`config.mk`:
```
export PLATFORM = sky130hd
export DESIGN_NAME = scp_regport
export DESIGN_NICKNAME = d
export VERILOG_FILES = /design/src/rtl/scp_pkg.sv /design/src/rtl/scp_sync.sv /design/src/rtl/scp_frame.sv /design/src/rtl/scp_regbank.sv /design/src/rtl/scp_regport.sv
export SDC_FILE = /design/constraint.sdc
export NUM_CORES = 1
export LEC_CHECK = 0
export CAP_MARGIN = 25
export CORE_MARGIN = 2
export CORE_UTILIZATION = 45
export CTS_CLUSTER_DIAMETER = 50
export DETAILED_ROUTE_END_ITERATION = 8
export PLACE_DENSITY = 0.72
export SETUP_SLACK_MARGIN = 0.2
export SYNTH_ARGS = -nofsm -noshare
export SYNTH_HDL_FRONTEND = slang
export SYNTH_SLANG_ARGS = --single-unit
```
`constraint.sdc`:
```
create_clock -name clk -period 2.39 [get_ports clk]
set_input_delay 0.239 -clock clk [delete_from_list [all_inputs] [get_ports clk]]
set_output_delay 0.239 -clock clk [all_outputs]
set_load 0.01 [all_outputs]
```
`src/rtl/scp_pkg.sv`:
```
package scp_pkg;
  localparam int CMD_W  = 16;
  localparam int ADDR_W = 13;
  localparam int CTRL_RB_BIT  = 0;
  localparam int CTRL_UPD_BIT = 1;

  typedef enum logic [1:0] {PH_CMD, PH_DATA, PH_DONE} phase_t;
  typedef enum logic [1:0] {LEN_ONE = 2'b00, LEN_TWO = 2'b01,
                            LEN_THREE = 2'b10, LEN_STREAM = 2'b11} len_t;
endpackage

```
`src/rtl/scp_sync.sv`:
```
module scp_sync #(
  parameter int W = 3,
  parameter int STAGES = 2,
  parameter logic [W-1:0] RST_VAL = '0
) (
  input  logic         clk,
  input  logic         rst,
  input  logic [W-1:0] d,
  output logic [W-1:0] q
);
  logic [W-1:0] stg [STAGES];

  always_ff @(posedge clk) begin
    if (rst) begin
      for (int s = 0; s < STAGES; s++) stg[s] <= RST_VAL;
    end else begin
      stg[0] <= d;
      for (int s = 1; s < STAGES; s++) stg[s] <= stg[s-1];
    end
  end

  assign q = stg[STAGES-1];
endmodule

```
`src/rtl/scp_frame.sv`:
```
module scp_frame
  import scp_pkg::*;
(
  input  logic              clk,
  input  logic              rst,
  input  logic              sclk_s,
  input  logic              cs_s,
  input  logic              sdi_s,
  input  logic [7:0]        rd_data,
  output logic [ADDR_W-1:0] rd_addr,
  output logic              wr_en,
  output logic [ADDR_W-1:0] wr_addr,
  output logic [7:0]        wr_data,
  output logic              sdo,
  output logic              sdo_oe,
  output logic              busy
);
  logic              sclk_d;
  logic              rise, fall;
  phase_t            phase;
  logic [CMD_W-2:0]  sh;
  logic [3:0]        bitcnt;
  logic              rw;
  len_t              len;
  logic [1:0]        left;
  logic [ADDR_W-1:0] addr;

  assign rise = sclk_s & ~sclk_d;
  assign fall = ~sclk_s & sclk_d;

  always_ff @(posedge clk) begin
    if (rst) begin
      sclk_d  <= 1'b0;
      phase   <= PH_CMD;
      sh      <= '0;
      bitcnt  <= '0;
      rw      <= 1'b0;
      len     <= LEN_ONE;
      left    <= '0;
      addr    <= '0;
      wr_en   <= 1'b0;
      wr_addr <= '0;
      wr_data <= '0;
      sdo     <= 1'b0;
      sdo_oe  <= 1'b0;
    end else begin
      sclk_d <= sclk_s;
      wr_en  <= 1'b0;
      if (cs_s) begin
        phase  <= PH_CMD;
        bitcnt <= '0;
        sdo_oe <= 1'b0;
      end else if (rise) begin
        sh     <= {sh[CMD_W-3:0], sdi_s};
        bitcnt <= bitcnt + 4'd1;
        unique case (phase)
          PH_CMD: if (bitcnt == 4'(CMD_W-1)) begin
            rw     <= sh[CMD_W-2];
            len    <= len_t'(sh[CMD_W-3:CMD_W-4]);
            left   <= sh[CMD_W-3:CMD_W-4];
            addr   <= {sh[ADDR_W-2:0], sdi_s};
            phase  <= PH_DATA;
            bitcnt <= '0;
          end
          PH_DATA: if (bitcnt[2:0] == 3'd7) begin
            bitcnt <= '0;
            addr   <= addr + 13'd1;
            if (!rw) begin
              wr_en   <= 1'b1;
              wr_addr <= addr;
              wr_data <= {sh[6:0], sdi_s};
            end
            if (len != LEN_STREAM) begin
              if (left == 2'd0) begin
                phase  <= PH_DONE;
                sdo_oe <= 1'b0;
              end else begin
                left <= left - 2'd1;
              end
            end
          end
          default: ;
        endcase
      end else if (fall && phase == PH_DATA && rw) begin
        sdo    <= rd_data[3'd7 - bitcnt[2:0]];
        sdo_oe <= 1'b1;
      end
    end
  end

  assign rd_addr = addr;
  assign busy    = (phase == PH_DATA);
endmodule

```
`src/rtl/scp_regbank.sv`:
```
module scp_regbank
  import scp_pkg::*;
#(
  parameter int NUM_REGS = 8
) (
  input  logic                  clk,
  input  logic                  rst,
  input  logic                  wr_en,
  input  logic [ADDR_W-1:0]     wr_addr,
  input  logic [7:0]            wr_data,
  input  logic                  io_update,
  input  logic [ADDR_W-1:0]     rd_addr,
  output logic [7:0]            rd_data,
  output logic [NUM_REGS*8-1:0] reg_out,
  output logic [NUM_REGS*8-1:0] shadow_flat
);
  localparam int IDX_W = (NUM_REGS > 1) ? $clog2(NUM_REGS) : 1;

  logic [7:0]       ctrl_q;
  logic             commit;
  logic             rd_hit;
  logic [IDX_W-1:0] rd_idx;

  assign commit = io_update | ctrl_q[CTRL_UPD_BIT];

  always_ff @(posedge clk) begin
    if (rst) begin
      ctrl_q <= '0;
    end else begin
      if (ctrl_q[CTRL_UPD_BIT]) ctrl_q[CTRL_UPD_BIT] <= 1'b0;
      if (wr_en && wr_addr == '0) ctrl_q <= wr_data;
    end
  end

  assign shadow_flat[7:0] = ctrl_q;
  assign reg_out[7:0]     = ctrl_q;

  for (genvar gi = 1; gi < NUM_REGS; gi++) begin : g_reg
    logic [7:0] stage_q, work_q;
    always_ff @(posedge clk) begin
      if (rst) begin
        stage_q <= '0;
        work_q  <= '0;
      end else begin
        if (wr_en && wr_addr == ADDR_W'(gi)) stage_q <= wr_data;
        if (commit) work_q <= stage_q;
      end
    end
    assign shadow_flat[8*gi +: 8] = stage_q;
    assign reg_out[8*gi +: 8]     = work_q;
  end

  assign rd_hit = 32'(rd_addr) < NUM_REGS;
  assign rd_idx = rd_addr[IDX_W-1:0];

  always_comb begin
    if (!rd_hit)                  rd_data = '0;
    else if (ctrl_q[CTRL_RB_BIT]) rd_data = shadow_flat[8*rd_idx +: 8];
    else                          rd_data = reg_out[8*rd_idx +: 8];
  end
endmodule

```
`src/rtl/scp_regport.sv`:
```
module scp_regport
  import scp_pkg::*;
#(
  parameter int NUM_REGS    = 8,
  parameter int SYNC_STAGES = 2
) (
  input  logic                  clk,
  input  logic                  rst,
  input  logic                  sclk,
  input  logic                  cs_n,
  input  logic                  sdi,
  input  logic                  io_update,
  output logic                  sdo,
  output logic                  sdo_oe,
  output logic                  busy,
  output logic [NUM_REGS*8-1:0] reg_out
);
  logic                  sclk_s, cs_s, sdi_s;
  logic [ADDR_W-1:0]     rd_addr, wr_addr;
  logic [7:0]            rd_data, wr_data;
  logic                  wr_en;
  logic [NUM_REGS*8-1:0] shadow_flat;

  scp_sync #(.W(3), .STAGES(SYNC_STAGES), .RST_VAL(3'b010)) u_sync (
    .clk(clk), .rst(rst),
    .d({sclk, cs_n, sdi}),
    .q({sclk_s, cs_s, sdi_s})
  );

  scp_frame u_frame (
    .clk(clk), .rst(rst),
    .sclk_s(sclk_s), .cs_s(cs_s), .sdi_s(sdi_s),
    .rd_data(rd_data), .rd_addr(rd_addr),
    .wr_en(wr_en), .wr_addr(wr_addr), .wr_data(wr_data),
    .sdo(sdo), .sdo_oe(sdo_oe), .busy(busy)
  );

  scp_regbank #(.NUM_REGS(NUM_REGS)) u_bank (
    .clk(clk), .rst(rst),
    .wr_en(wr_en), .wr_addr(wr_addr), .wr_data(wr_data),
    .io_update(io_update),
    .rd_addr(rd_addr), .rd_data(rd_data),
    .reg_out(reg_out), .shadow_flat(shadow_flat)
  );
endmodule

```
# Word level (Yosys, flattened, before mapping)
# Memory sizes are Yosys's and may differ from the RTL's.
# Index checks and enable logic that the tools add are counted.
# totals
register_bits,184
ramBits,6
inputBits,6
out_inout_bits,67
elab_cells,129
n_memories,1
# memory_table
name,words,word_bits,rd,rd_ports_with_merged_regs,wr,line,source
u_sync.stg,2,3,2,0,2,scp_sync.sv:11,logic [W-1:0] stg [STAGES];
# classes
add_sub_neg,4
n_lt_le_gt_ge,2
n_eq_ne,20
n_shift,2
n_mux,32
bitwise_logic,13
n_reduce_logical,26
# op_table
operator,count
64-bit by 7-bit variable part select with 8-bit output,2
"13-bit by 3-bit equality test with 1-bit output, second input constant",4
"13-bit by 2-bit equality test with 1-bit output, second input constant",2
13-bit 2-to-1 mux,2
13-bit one-hot mux with 2 select lines,1
2-bit 2-to-1 mux,8
8-bit 2-to-1 mux,2
5-bit AND reduction,3
"13-bit by 1-bit adder with 13-bit output, second input constant",1
"13-bit by 1-bit equality test with 1-bit output, second input constant",1
13-bit logical NOT,1
"13-bit by 4-bit < comparator with 1-bit output, second input constant",1
"2-bit inequality test, second input constant",6
1-bit 2-to-1 mux,11
1-bit logical AND,10
4-bit 2-to-1 mux,2
"2-bit by 1-bit inequality test with 1-bit output, second input constant",4
1-bit inverter,8
2-bit one-hot mux with 2 select lines,2
4-bit one-hot mux with 2 select lines,1
7-bit AND reduction,1
3-bit 2-to-1 mux,2
6-bit AND reduction,1
5-bit OR reduction,1
16 further kinds,22

# Longest topological paths before layout
# logic_depth
depth_word,6
depth_mapped,9
ltp_nobuf,8

# By module
# Synthesis repeated with hierarchy kept, for this count alone.
# unflattened
hier_cells,938
hier_area_um2,8708.4
# modules_own_cells
mod,n_inst,cells_each,area_each_um2,seq_area_each_um2
scp_regbank,1,585,5640.4,2402.3
scp_frame,1,338,2887.8,1281.2
scp_sync,1,15,180.2,120.1

# Worst setup path after synthesis
# OpenSTA, ideal clock, no wires.
# synth_path
path_type,reg-to-reg
startpoint,"reg u_frame.addr[0], in the netlist u_frame.rd_addr[0]"
endpoint,reg u_frame.sdo
setup_time_ns,0.128
arrival_ns,1.889
required_time_ns,2.262
path_slack_ns,0.373
path_stages_with_launch,8
path_buffers,1
period_less_slack_ns,2.017
cell_sequence,dfxtp_1 -> buf_2 -> mux4_2 -> a21oi_1 -> a22oi_1 -> or3_1 -> a222oi_1 -> o31ai_1
# synth_via
elab_chain_cells,5
elab_cells_between_ends,7
cone_classes,order compare (1); shift (2); mux (4)
# synth_rtl
item,line,source
start: declaration,scp_frame.sv:26,logic [ADDR_W-1:0] addr;
start signal: assignment,scp_frame.sv:61,"addr <= {sh[ADDR_W-2:0], sdi_s};"
start signal: assignment,scp_frame.sv:67,addr <= addr + 13'd1;
"64-bit by 7-bit variable part select with 8-bit output, on equally long branches","scp_regbank.sv:59, scp_regbank.sv:58",
8-bit 2-to-1 mux,scp_regbank.sv:58,else if (ctrl_q[CTRL_RB_BIT]) rd_data = shadow_flat[8*rd_idx +: 8];
8-bit 2-to-1 mux *,scp_regbank.sv:57,if (!rd_hit) rd_data = '0;
1-bit binary-select mux with 3-bit select *,scp_frame.sv:85,sdo <= rd_data[3'd7 - bitcnt[2:0]];
1-bit 2-to-1 mux (implied by the code) *,scp_frame.sv:85,
end signal: assignment,scp_frame.sv:85,
end: declaration,scp_frame.sv:14,"output logic sdo,"
# Every way passes the cells marked *; elsewhere a longest branch is shown, timed or not. The select of a mux whose other input is x is not followed.
# A chain may end at the register's enable or synchronous reset.

# Worst setup path after layout
# layout_path
startpoint,"reg u_frame.addr[1], in the netlist u_frame.rd_addr[1]"
endpoint,reg u_frame.sdo
# The elaborated chain is that of the path after synthesis.

==> metrics list <==
- Outcome: finished, final reports clean
- Cell breakdown of the critical path: mux4_2 > mux2i_1 > a22oi_1 > or3_1 > a222oi_1 > o31ai_1
- After synthesis the netlist holds a flip-flop and latch count of 190.
* Post-synthesis instance area: 8230 sq um
- After synthesis, the cell types taking the most area are dfxtp_1, nand2_1, mux2i_1.
- At the pin with the least slew margin, the transition time is 0.971 ns.
* Die boundary width: 139 um
- For this run, the top clock speed supported by timing is 0.481 GHz.
- Clk_lat worst skew: 0.44 ns
- Number of pins exceeding their max-slew limit in the final report: 0
- For this configuration, the core starts out at a cell density of 0.458.
- STA classifies the critical path endpoint as a flop.
- The number of nets in the synthesized netlist is 976.
- STA classifies the critical path startpoint as a flop.
* WP data required: 2.71 ns
* Initial drt markers: 611
* Startpoint of the most critical register-to-register path: u_frame.rd_addr[1]
* Area enclosed by the die boundary: 19,400 sq um
- Routed vias: 7,059
- Clock tree from TritonCTS: yes
- Max-cap violations in this run came to 0.
- Max-slew headroom: 0.353
- Pin placement for this block handled 73 I/O pins.
- For this run, the total global-route usage over all layers was measured as 0.220.
* Critical Path Max Stage Delay: 0.51 ns
* Worst Hold Class: input port to flop
* Vias per Instance: 5.67
- Half-perimeter wire length after placement: 13.9 mm
* Fraction of layout cells with a size suffix above 1: 0.100
- After global routing the overflow that remains totals 0.
* Count of synthesis-stage warnings from yosys: 0
- The clock period could shrink to 2.08 ns.
- Post-synthesis instance total: 966
* Worst endpoint data arrival time: 2.40 ns
- Static Leakage: 3.32 nW
- Post-DRT Antenna Nets: 0
- Router iterations before antenna repair: 5
- Buffers from clock root to sink, at most: 2
- Number of H-tree levels: 4
- Worst hold path startpoint: rst
- Wire length of the first global-routing pass: 34.3 mm
- Routed length per instance: 17.5 um
- Final total negative setup slack: 0 ns
- Slowest CP cell: mux4_2
- Primary flip-flop cell chosen by synthesis mapping: dfxtp_1
* Peak supply drop: 0.528 mV
- Setup-failing EPs final: 0
- Max FO, Critical Path: 3
- Number of global-route vias before repair: 6,424
- The most critical setup path has its startpoint at u_frame.rd_addr[1].
- 0 antenna diodes ended up in the layout.
- After synthesis, the mean cell area works out to 8.52 sq um.
* Total power of the final layout: 6.41 mW
- Of the synthesized area, sequential elements account for 0.462.
* Cell with the most instances after synthesis: nand2_1
- In this run, synthesis inferred 0 flip-flops with an integrated enable.
- Counting flops with an async set or reset pin after synthesis yields a share of 0.
- The clock drives 190 sinks.
- The core region is 18,000 sq um.
- For this block, the routed nets add up to 21.8 mm of wire.
- Period utilization: 0.870
- In the final design database the tool counted 1,014 nets.
- Worst Setup Path Type: flop to flop
* Setup slack of the critical path after layout: 0.310 ns
* Yosys cell types: 50
- The area growth from synthesis to layout is 20.0%.
- The hold violation count in the final report came to 0.
* CTS Buf Count: 17
* Hold buffer count at cts: 0
- Setup repair after global routing could not meet its margin everywhere.
- Antenna violations before repair: 0
- Number of placement rows: 49
- Maximum number of pins on one net before global-route repair: 183
- For the final database, setup skew stands at 0.00831 ns.
* CTS clock-pin slew for the worst setup and hold paths: 0.07 ns
- The tree is rooted in a clkbuf_16.
- Port Buffer Count: 72
- The die is 139 um tall.
* Commonest cells post-synth: nand2_1, dfxtp_1, a21oi_1
- Proportion of netlist area held by the largest area contributor: 0.462
- Summed over all instances, the cell type with the most area after synthesis is dfxtp_1.
- GPL Wtd Cong: 0.833
- Total power density per cell area: 649 nW/um^2
- After detailed routing, the number of remaining DRC violations is 0.
- Timing analysis after detailed placement gives a worst setup slack of 0.271 ns.
-- final cells by class --
class / instances / area (sq um)
fillers: 1604 / 8080
multi-input cells: 675 / 4010
flip-flops and latches: 190 / 3810
repair buffers: 108 / 1080
clock buffers: 19 / 453
well taps: 229 / 287
clock inverters: 13 / 199
inverters: 12 / 45.0
-- path summary, 6_finish.rpt --
check | slack, ns | end | cells after the start
worst max register to register | 0.31 | u_frame.sdo | 6
worst max-delay path | 0.31 | u_frame.sdo | 6
worst min-delay path | 0.23 | u_frame.bitcnt[1] | 3
worst min register to register | 0.41 | u_sync.stg[0][4] | 1
-- critical path, delay by kind of cell, from the launching register on --
family	cells	cell delay (ns)
compound gates	3	0.57
mux	2	0.69
flops	1	0.38
simple gates	1	0.33
-- metal layers --
metal	up-vias	global-route usage	part of all wire
met5	-	0	0
met4	0	0.0707	0.019
met3	36	0.0444	0.058
met2	229	0.344	0.46
met1	3421	0.308	0.46
li1	3373	-	-
-- where the power goes --
group / internal (mW) / total [mW] / switching, mW
logic: 0.0250 / 0.115 / 0.0899
registers: 3.17 / 3.17 / 0.00324
clock network: 1.83 / 3.12 / 1.29
-- cell families after synthesis --
logic type / share of synthesized area
AND/OR/NAND/NOR: 0.199
multiplexers: 0.154
adder cells (fa/ha/maj): 0.00608
AO/OA/AOI/OAI: 0.126
buffers and inverters: 0.0535
flip-flops: 0.462
-- through the flow --
stage                     std cells  hold WS (ns)  utilization  instance area, sq um
final                          1246         0.233        0.550                  9880
after global routing           1246         0.250        0.550                  9880
after CTS                      1244         0.214        0.547                  9830
after detailed placement       1212         0.406        0.511                  9180
after global placement         1212         0.394        0.511                  9180
after floorplan                 966         0.343            -                  8230
-- state kept, by name (all words and copies together), names as in the netlist, 2 cells and up --
name / cells
u_frame.wr_data: 8
u_frame.bitcnt: 4
u_frame.sh: 15
u_bank.g.work_q: 56
u_frame.len: 2
u_bank.g.stage_q: 56
u_frame.phase: 2
u_sync.stg: 6
u_frame.wr_addr: 13
u_frame.rd_addr: 13
u_frame.left: 2
u_bank.ctrl_q: 8
-- cell usage in the layout (no fill, tap or decap), types with 4 or more instances in the layout --
cell type,instances
buf_4,29
a21oi_1,127
clkbuf_16,18
a211oi_1,14
clkdlybuf4s50_1,71
nor3_1,5
nor3b_1,4
nand2b_1,5
nor4_1,5
buf_12,5
inv_1,12
o22ai_1,5
nand2_1,218
or2_2,4
bufinv_16,4
ha_1,4
nor2b_1,8
mux4_2,21
nand3_1,25
dfxtp_1,188
mux2i_1,78
nor2_1,92
o21ai_0,11
-- timing repair --
action / 4_1_cts / 5_1_grt
buffers inserted: 0 / 1
endpoints found under the setup margin: 0 / 6
resized for setup: 0 / 6
Note: power is estimated with default switching activity, not from simulation.
